--- config.mk ---
export PLATFORM = sky130hd
export DESIGN_NAME = frame_sync_gen
export DESIGN_NICKNAME = d
export VERILOG_FILES = /design/src/rtl/fsg_pkg.sv /design/src/rtl/fsg_downcnt.sv /design/src/rtl/fsg_ctrl.sv /design/src/rtl/fsg_datapath.sv /design/src/rtl/frame_sync_gen.sv
export SDC_FILE = /design/constraint.sdc
export NUM_CORES = 1
export LEC_CHECK = 0
export BUFFER_PORTS_ARGS = -buffer_cell sky130_fd_sc_hd__buf_2
export CAP_MARGIN = 15
export CORE_ASPECT_RATIO = 2
export CORE_MARGIN = 5
export CORE_UTILIZATION = 55
export DETAILED_ROUTE_END_ITERATION = 6
export PLACE_DENSITY = 0.79
export SLEW_MARGIN = 5
export SYNTH_ARGS = -nofsm -noshare
export SYNTH_HDL_FRONTEND = slang
export SYNTH_SLANG_ARGS = --single-unit
--- constraint.sdc ---
create_clock -name clk -period 2.6 [get_ports clk]
set_input_delay 0.52 -clock clk [delete_from_list [all_inputs] [get_ports clk]]
set_output_delay 0.52 -clock clk [all_outputs]
set_load 0.03 [all_outputs]
--- src/rtl/fsg_pkg.sv ---
package fsg_pkg;

  parameter int PER_W = 12;
  parameter int WID_W = 8;

  // Strobes from the control to the datapath, all for the current clock.
  typedef struct packed {
    logic clrAll;   // force idle: both counters to zero, output low
    logic clrPer;   // hold the period counter at its reload state
    logic loadPer;  // frame start: reload the period counter
    logic decPer;   // count the period down
    logic loadWid;  // pulse start: reload the width counter
    logic decWid;   // count the width down
    logic fsSet;    // drive the output active
    logic fsClr;    // drive the output inactive
  } fsgCtrlT;

endpackage

--- src/rtl/fsg_downcnt.sv ---
module fsg_downcnt #(
  parameter int W = 8
) (
  input  logic         clk,
  input  logic         rstN,
  input  logic         clr,
  input  logic         load,
  input  logic         dec,
  input  logic [W-1:0] loadVal,
  output logic [W-1:0] count,
  output logic         isZero
);

  localparam logic [W-1:0] ONE = {{(W-1){1'b0}}, 1'b1};

  always_ff @(posedge clk or negedge rstN) begin
    if (!rstN)      count <= '0;
    else if (clr)   count <= '0;
    else if (load)  count <= loadVal;
    else if (dec)   count <= count - ONE;
  end

  assign isZero = (count == '0);

  AST_NO_UNDERFLOW: assert property (@(posedge clk) disable iff (!rstN)
    (dec && !clr && !load) |-> !isZero);

endmodule

--- src/rtl/fsg_ctrl.sv ---
module fsg_ctrl
  import fsg_pkg::*;
(
  input  logic    clk,
  input  logic    rstN,
  input  logic    bitTick,
  input  logic    enable,
  input  logic    syncMode,
  input  logic    extSync,
  input  logic    perZero,
  input  logic    widZero,
  output fsgCtrlT ctrl
);

  logic extPrev;
  logic extRise;

  // Edge detection runs in the bit-clock domain: sampled on strobes only.
  always_ff @(posedge clk or negedge rstN) begin
    if (!rstN)        extPrev <= 1'b0;
    else if (bitTick) extPrev <= extSync;
  end

  assign extRise = extSync && !extPrev;

  always_comb begin
    ctrl = '0;
    if (!enable) begin
      ctrl.clrAll = 1'b1;
    end else begin
      ctrl.clrPer = syncMode;
      if (bitTick) begin
        if (syncMode) begin
          if (extRise) begin
            ctrl.loadWid = 1'b1;
            ctrl.fsSet   = 1'b1;
          end else if (!widZero) begin
            ctrl.decWid = 1'b1;
            ctrl.fsSet  = 1'b1;
          end else begin
            ctrl.fsClr = 1'b1;
          end
        end else if (perZero) begin
          ctrl.loadPer = 1'b1;
          ctrl.loadWid = 1'b1;
          ctrl.fsSet   = 1'b1;
        end else begin
          ctrl.decPer = 1'b1;
          if (!widZero) begin
            ctrl.decWid = 1'b1;
            ctrl.fsSet  = 1'b1;
          end else begin
            ctrl.fsClr = 1'b1;
          end
        end
      end
    end
  end

  AST_SET_CLR_EXCLUSIVE: assert property (@(posedge clk) disable iff (!rstN)
    !(ctrl.fsSet && ctrl.fsClr));

  AST_SYNC_NO_PERIOD: assert property (@(posedge clk) disable iff (!rstN)
    syncMode |-> !(ctrl.loadPer || ctrl.decPer));

endmodule

--- src/rtl/fsg_datapath.sv ---
module fsg_datapath
  import fsg_pkg::*;
#(
  parameter int PW = PER_W,
  parameter int WW = WID_W
) (
  input  logic          clk,
  input  logic          rstN,
  input  fsgCtrlT       ctrl,
  input  logic [PW-1:0] periodField,
  input  logic [WW-1:0] widthField,
  output logic          perZero,
  output logic          widZero,
  output logic          frameSync
);

  logic [PW-1:0] perCount;
  logic [WW-1:0] widCount;

  fsg_downcnt #(.W(PW)) u_perCnt (
    .clk     (clk),
    .rstN    (rstN),
    .clr     (ctrl.clrAll | ctrl.clrPer),
    .load    (ctrl.loadPer),
    .dec     (ctrl.decPer),
    .loadVal (periodField),
    .count   (perCount),
    .isZero  (perZero)
  );

  fsg_downcnt #(.W(WW)) u_widCnt (
    .clk     (clk),
    .rstN    (rstN),
    .clr     (ctrl.clrAll),
    .load    (ctrl.loadWid),
    .dec     (ctrl.decWid),
    .loadVal (widthField),
    .count   (widCount),
    .isZero  (widZero)
  );

  always_ff @(posedge clk or negedge rstN) begin
    if (!rstN)            frameSync <= 1'b0;
    else if (ctrl.clrAll) frameSync <= 1'b0;
    else if (ctrl.fsSet)  frameSync <= 1'b1;
    else if (ctrl.fsClr)  frameSync <= 1'b0;
  end

  AST_RELOAD_ACTIVE: assert property (@(posedge clk) disable iff (!rstN)
    ctrl.loadPer |=> frameSync);

  AST_PERIOD_CAPTURE: assert property (@(posedge clk) disable iff (!rstN)
    (ctrl.loadPer && !ctrl.clrAll) |=> (perCount == $past(periodField)));

  AST_WIDTH_CAPTURE: assert property (@(posedge clk) disable iff (!rstN)
    (ctrl.loadWid && !ctrl.clrAll) |=> (widCount == $past(widthField)));

  AST_PER_IDLE: assert property (@(posedge clk) disable iff (!rstN)
    ctrl.clrPer |=> perZero);

endmodule

--- src/rtl/frame_sync_gen.sv ---
module frame_sync_gen
  import fsg_pkg::*;
#(
  parameter int PW = PER_W,
  parameter int WW = WID_W
) (
  input  logic          clk,
  input  logic          rstN,
  input  logic          bitTick,
  input  logic          enable,
  input  logic          syncMode,
  input  logic [PW-1:0] periodField,
  input  logic [WW-1:0] widthField,
  input  logic          extSync,
  output logic          frameSync
);

  fsgCtrlT ctrl;
  logic    perZero;
  logic    widZero;

  fsg_ctrl u_ctrl (
    .clk      (clk),
    .rstN     (rstN),
    .bitTick  (bitTick),
    .enable   (enable),
    .syncMode (syncMode),
    .extSync  (extSync),
    .perZero  (perZero),
    .widZero  (widZero),
    .ctrl     (ctrl)
  );

  fsg_datapath #(.PW(PW), .WW(WW)) u_dp (
    .clk         (clk),
    .rstN        (rstN),
    .ctrl        (ctrl),
    .periodField (periodField),
    .widthField  (widthField),
    .perZero     (perZero),
    .widZero     (widZero),
    .frameSync   (frameSync)
  );

  AST_HOLD_NO_TICK: assert property (@(posedge clk) disable iff (!rstN)
    (enable && !bitTick) |=> $stable(frameSync));

  AST_DISABLE_IDLE: assert property (@(posedge clk) disable iff (!rstN)
    !enable |=> !frameSync);

  AST_WIDTH_HELD: assert property (@(posedge clk) disable iff (!rstN)
    (enable && bitTick && !widZero) |=> frameSync);

endmodule

==> impl_results.md <==
- Outcome: complete, no violations
- Hold WS: ~0.22 ns
- Yosys top cell by area: dfrtp_1
- DR iter-0 viols: 67
- Initial Utilization: a little under three fifths
- TNS Setup: 0 ns
- HPWL after detailed placement: approximately 3000 um
- Post-synthesis sequential area ratio: between 30% and 40%
- CP delay by family, top: simple AND/OR/NAND/NOR gates
- Rel. slew slack: between 60 and 70%
- Synth Flop Type: dfrtp_1
- Remaining antenna violation count: 0
- Total grt overflow: 0
- DIE WIDTH: 46.9 um
- H-tree depth: 1
- First-pass GRT wire length: about 6700 um
- Max Root-Sink Buffers: 2
- Slew Viols, Final: 0
- Syn Nets: just over 200
- Yosys Warn Count: 0
- Largest net degree at the start of global routing: 23
- Slowest stage delay, CP: ~0.5 ns
- Async S/R FF share, synth: between 90% and 100%
- Initial antenna violation count: 0
- Post-route DRC: 0
- Clock sinks: 22
- Power density over the cells: approximately 1000 mW/mm^2
- Max VDD drop: 0.000629 V
- RSZ-0062 raised after global routing: false
- Core area: roughly 0.0027 mm^2
- Share of layout cells above drive strength 1: between 20 and 25%
- Synth Register Bits: 22
- Total GRT Usage: 22.2%
- CTS root buffer: clkbuf_8
- Hold_buf cts: 0
- Final Setup Violations: 0
- ANT cells: 0
- Fmax: slightly above 400 MHz
- Critical path type: register to register
- GR met2 Demand/Resource: about 40%
- CTS tree: built
- Clk_skew: approximately 0.0022 ns
- Cell Chain, Critical Path: inv_1 > ha_1 > or3b_2 > nor4_4 > or2_1 > a21oi_1 > a311o_2
- Synth top area share: 36.7%
- Vias in the first global route: 1588
- DRT Pass-1 Iters: 4
- CP endpoint kind: register
- Crit path DAT: 2.61 ns
- Post-synth top cells: dfrtp_1 (22), nand2_1 (16), nor2_1 (14)
- TritonCTS Buffers: 3
- Die Y: 83.9 um
- Clk pin slew, worst setup/hold paths: 0.08 ns
- # IOs: 27
- Kind of start point of the critical path: register
- Final Hold Viols: 0
- Drt total wl: approximately 3900 um
- Number of synthesized flops with an enable pin: 0
- Met3 Use GR: 3.46%
- Via count: 1506
- Tot Pwr: 1.70 mW
- Worst slew pin tran: a little over 0.5 ns
- GRT busiest layer: met2
- Top post-synthesis cells by area: dfrtp_1 (37%), a21oi_1 (4.0%), nand2_1 (4.0%)
- Routed len/inst: around 17 um
- Max-cap violations: 0
- Nets@finish: 228
- Total setup buffers inserted after CTS: 0
- Port Buffers: 26
- CP Data Required Time: between 2 and 3 ns
- Synthesized area: roughly 0.0015 mm^2
- Post-CTS Resized: 0
- GR Util met1: approximately 22%
- Final Wtd Congestion: between 0.8 and 0.9
- Cells after Synth: ~170
- Slowest CP cell: or3b_2
- Lkg Pwr: about 0.74 nW
- Count of cell types in the netlist: 46
- Cell with the most instances after synthesis: dfrtp_1
- Synth Area per Inst: 8.68 um^2
- WP buf/inv: 1
- Worst skew pair latency: roughly 0.26 ns
- Worst Path Max Fanout: 13
- Rows: 27
- Fin crit period: around 2.5 ns
- Die area: 0.00394 mm^2
- Period utilization: about 94%
- FILL cells: between 200 and 250
- Area delta synth->final: 11.0%
- Vias per cell: about 6.7
- Worst min-delay path category: primary input to asynchronous set/reset pin
worst paths after layout:
check,start,end,slack [ns],depth (start not counted)
min,rstN,u_dp.u_perCnt.count[10]$_DFFE_PN0P_,0.22,1
min reg2reg,u_ctrl.extPrev$_DFFE_PN0P_,u_ctrl.extPrev$_DFFE_PN0P_,0.53,1
max in group asynchronous,rstN,u_dp.u_perCnt.count[6]$_DFFE_PN0P_,2.03,1
max,u_dp.u_perCnt.count[0]$_DFFE_PN0P_,u_dp.u_widCnt.count[3]$_DFFE_PN0P_,0.14,7
min in group clk,widthField[2],u_dp.u_widCnt.count[2]$_DFFE_PN0P_,0.49,3
max reg2reg,u_dp.u_perCnt.count[0]$_DFFE_PN0P_,u_dp.u_widCnt.count[3]$_DFFE_PN0P_,0.14,7
metal layers:
metal / wire length, um / part of all wire [%]
met2: 2340 / 60
met4: 93 / 2.4
met3: 217 / 5.5
met5: 0 / 0
met1: 1270 / 32
cell families after synthesis:
| kind of cell | share of synthesized area [%] |
|---|---|
| and+or+nand+nor | 28.0 |
| AOI/OAI and AO/OA | 22.8 |
| muxes | 2.83 |
| buffers and inverters | 6.42 |
| adders and majority gates | 3.33 |
| DFF | 36.7 |
worst register-to-register path, delay by kind of cell, from the launching register on:
| kind | cells | cell delay, ns |
|---|---|---|
| AND/OR/NAND/NOR | 3 | 1.18 |
| AO/OA/AOI/OAI | 2 | 0.48 |
| flip-flops | 1 | 0.40 |
| buffers and inverters | 1 | 0.14 |
| adder cells (fa/ha/maj) | 1 | 0.15 |
placed cells by master (no fill, tap or decap), drive strengths merged, types with 3 or more instances in the layout:
cell | synthesis | final
or4 | 3 | 3
nor3 | 9 | 9
o22ai | 8 | 8
a31oi | 3 | 3
nand3 | 11 | 11
clkbuf | 3 | 3
a21oi | 13 | 13
nor2 | 14 | 14
nand2 | 16 | 16
o41ai | 4 | 4
or3 | 3 | 3
ha | 4 | 4
o31ai | 3 | 3
nor4 | 7 | 7
dfrtp | 22 | 22
o21ai | 6 | 6
inv | 7 | 7
buf | 6 | 29
nor3b | 4 | 4
sequential cells by signal (all words and copies together), names as in the netlist:
name                 flops
u_ctrl.extPrev           1
u_dp.frameSync           1
u_dp.u_widCnt.count      8
u_dp.u_perCnt.count     12
where the power goes:
group / switching (mW) / internal [mW]
sequential: 0.112 / 0.427
combinational: 0.555 / 0.397
clock: 0.108 / 0.104
metrics by stage:
stage | instance area, um^2 | util [%] | setup slack, ns | std cells
after detailed placement | 1630 | 60.1 | 0.147 | 222
after CTS | 1670 | 61.7 | 0.136 | 225
after global placement | 1630 | 60.1 | 0.242 | 222
after global routing | 1670 | 61.7 | 0.0214 | 225
final | 1670 | 61.7 | 0.143 | 225
after floorplan | 1500 | - | 0.452 | 173
layout make-up:
cell class                      count  area, um^2  share of cell area (%)
Tap cell                           29        36.3                    2.18
Sequential cell                    22         551                    33.0
Clock buffer                        3        41.3                    2.48
Inverter                            7        26.3                    1.58
Timing Repair Buffer               29         153                    9.16
Multi-Input combinational cell    135         860                    51.6
Power figures use the tool's default switching activity.
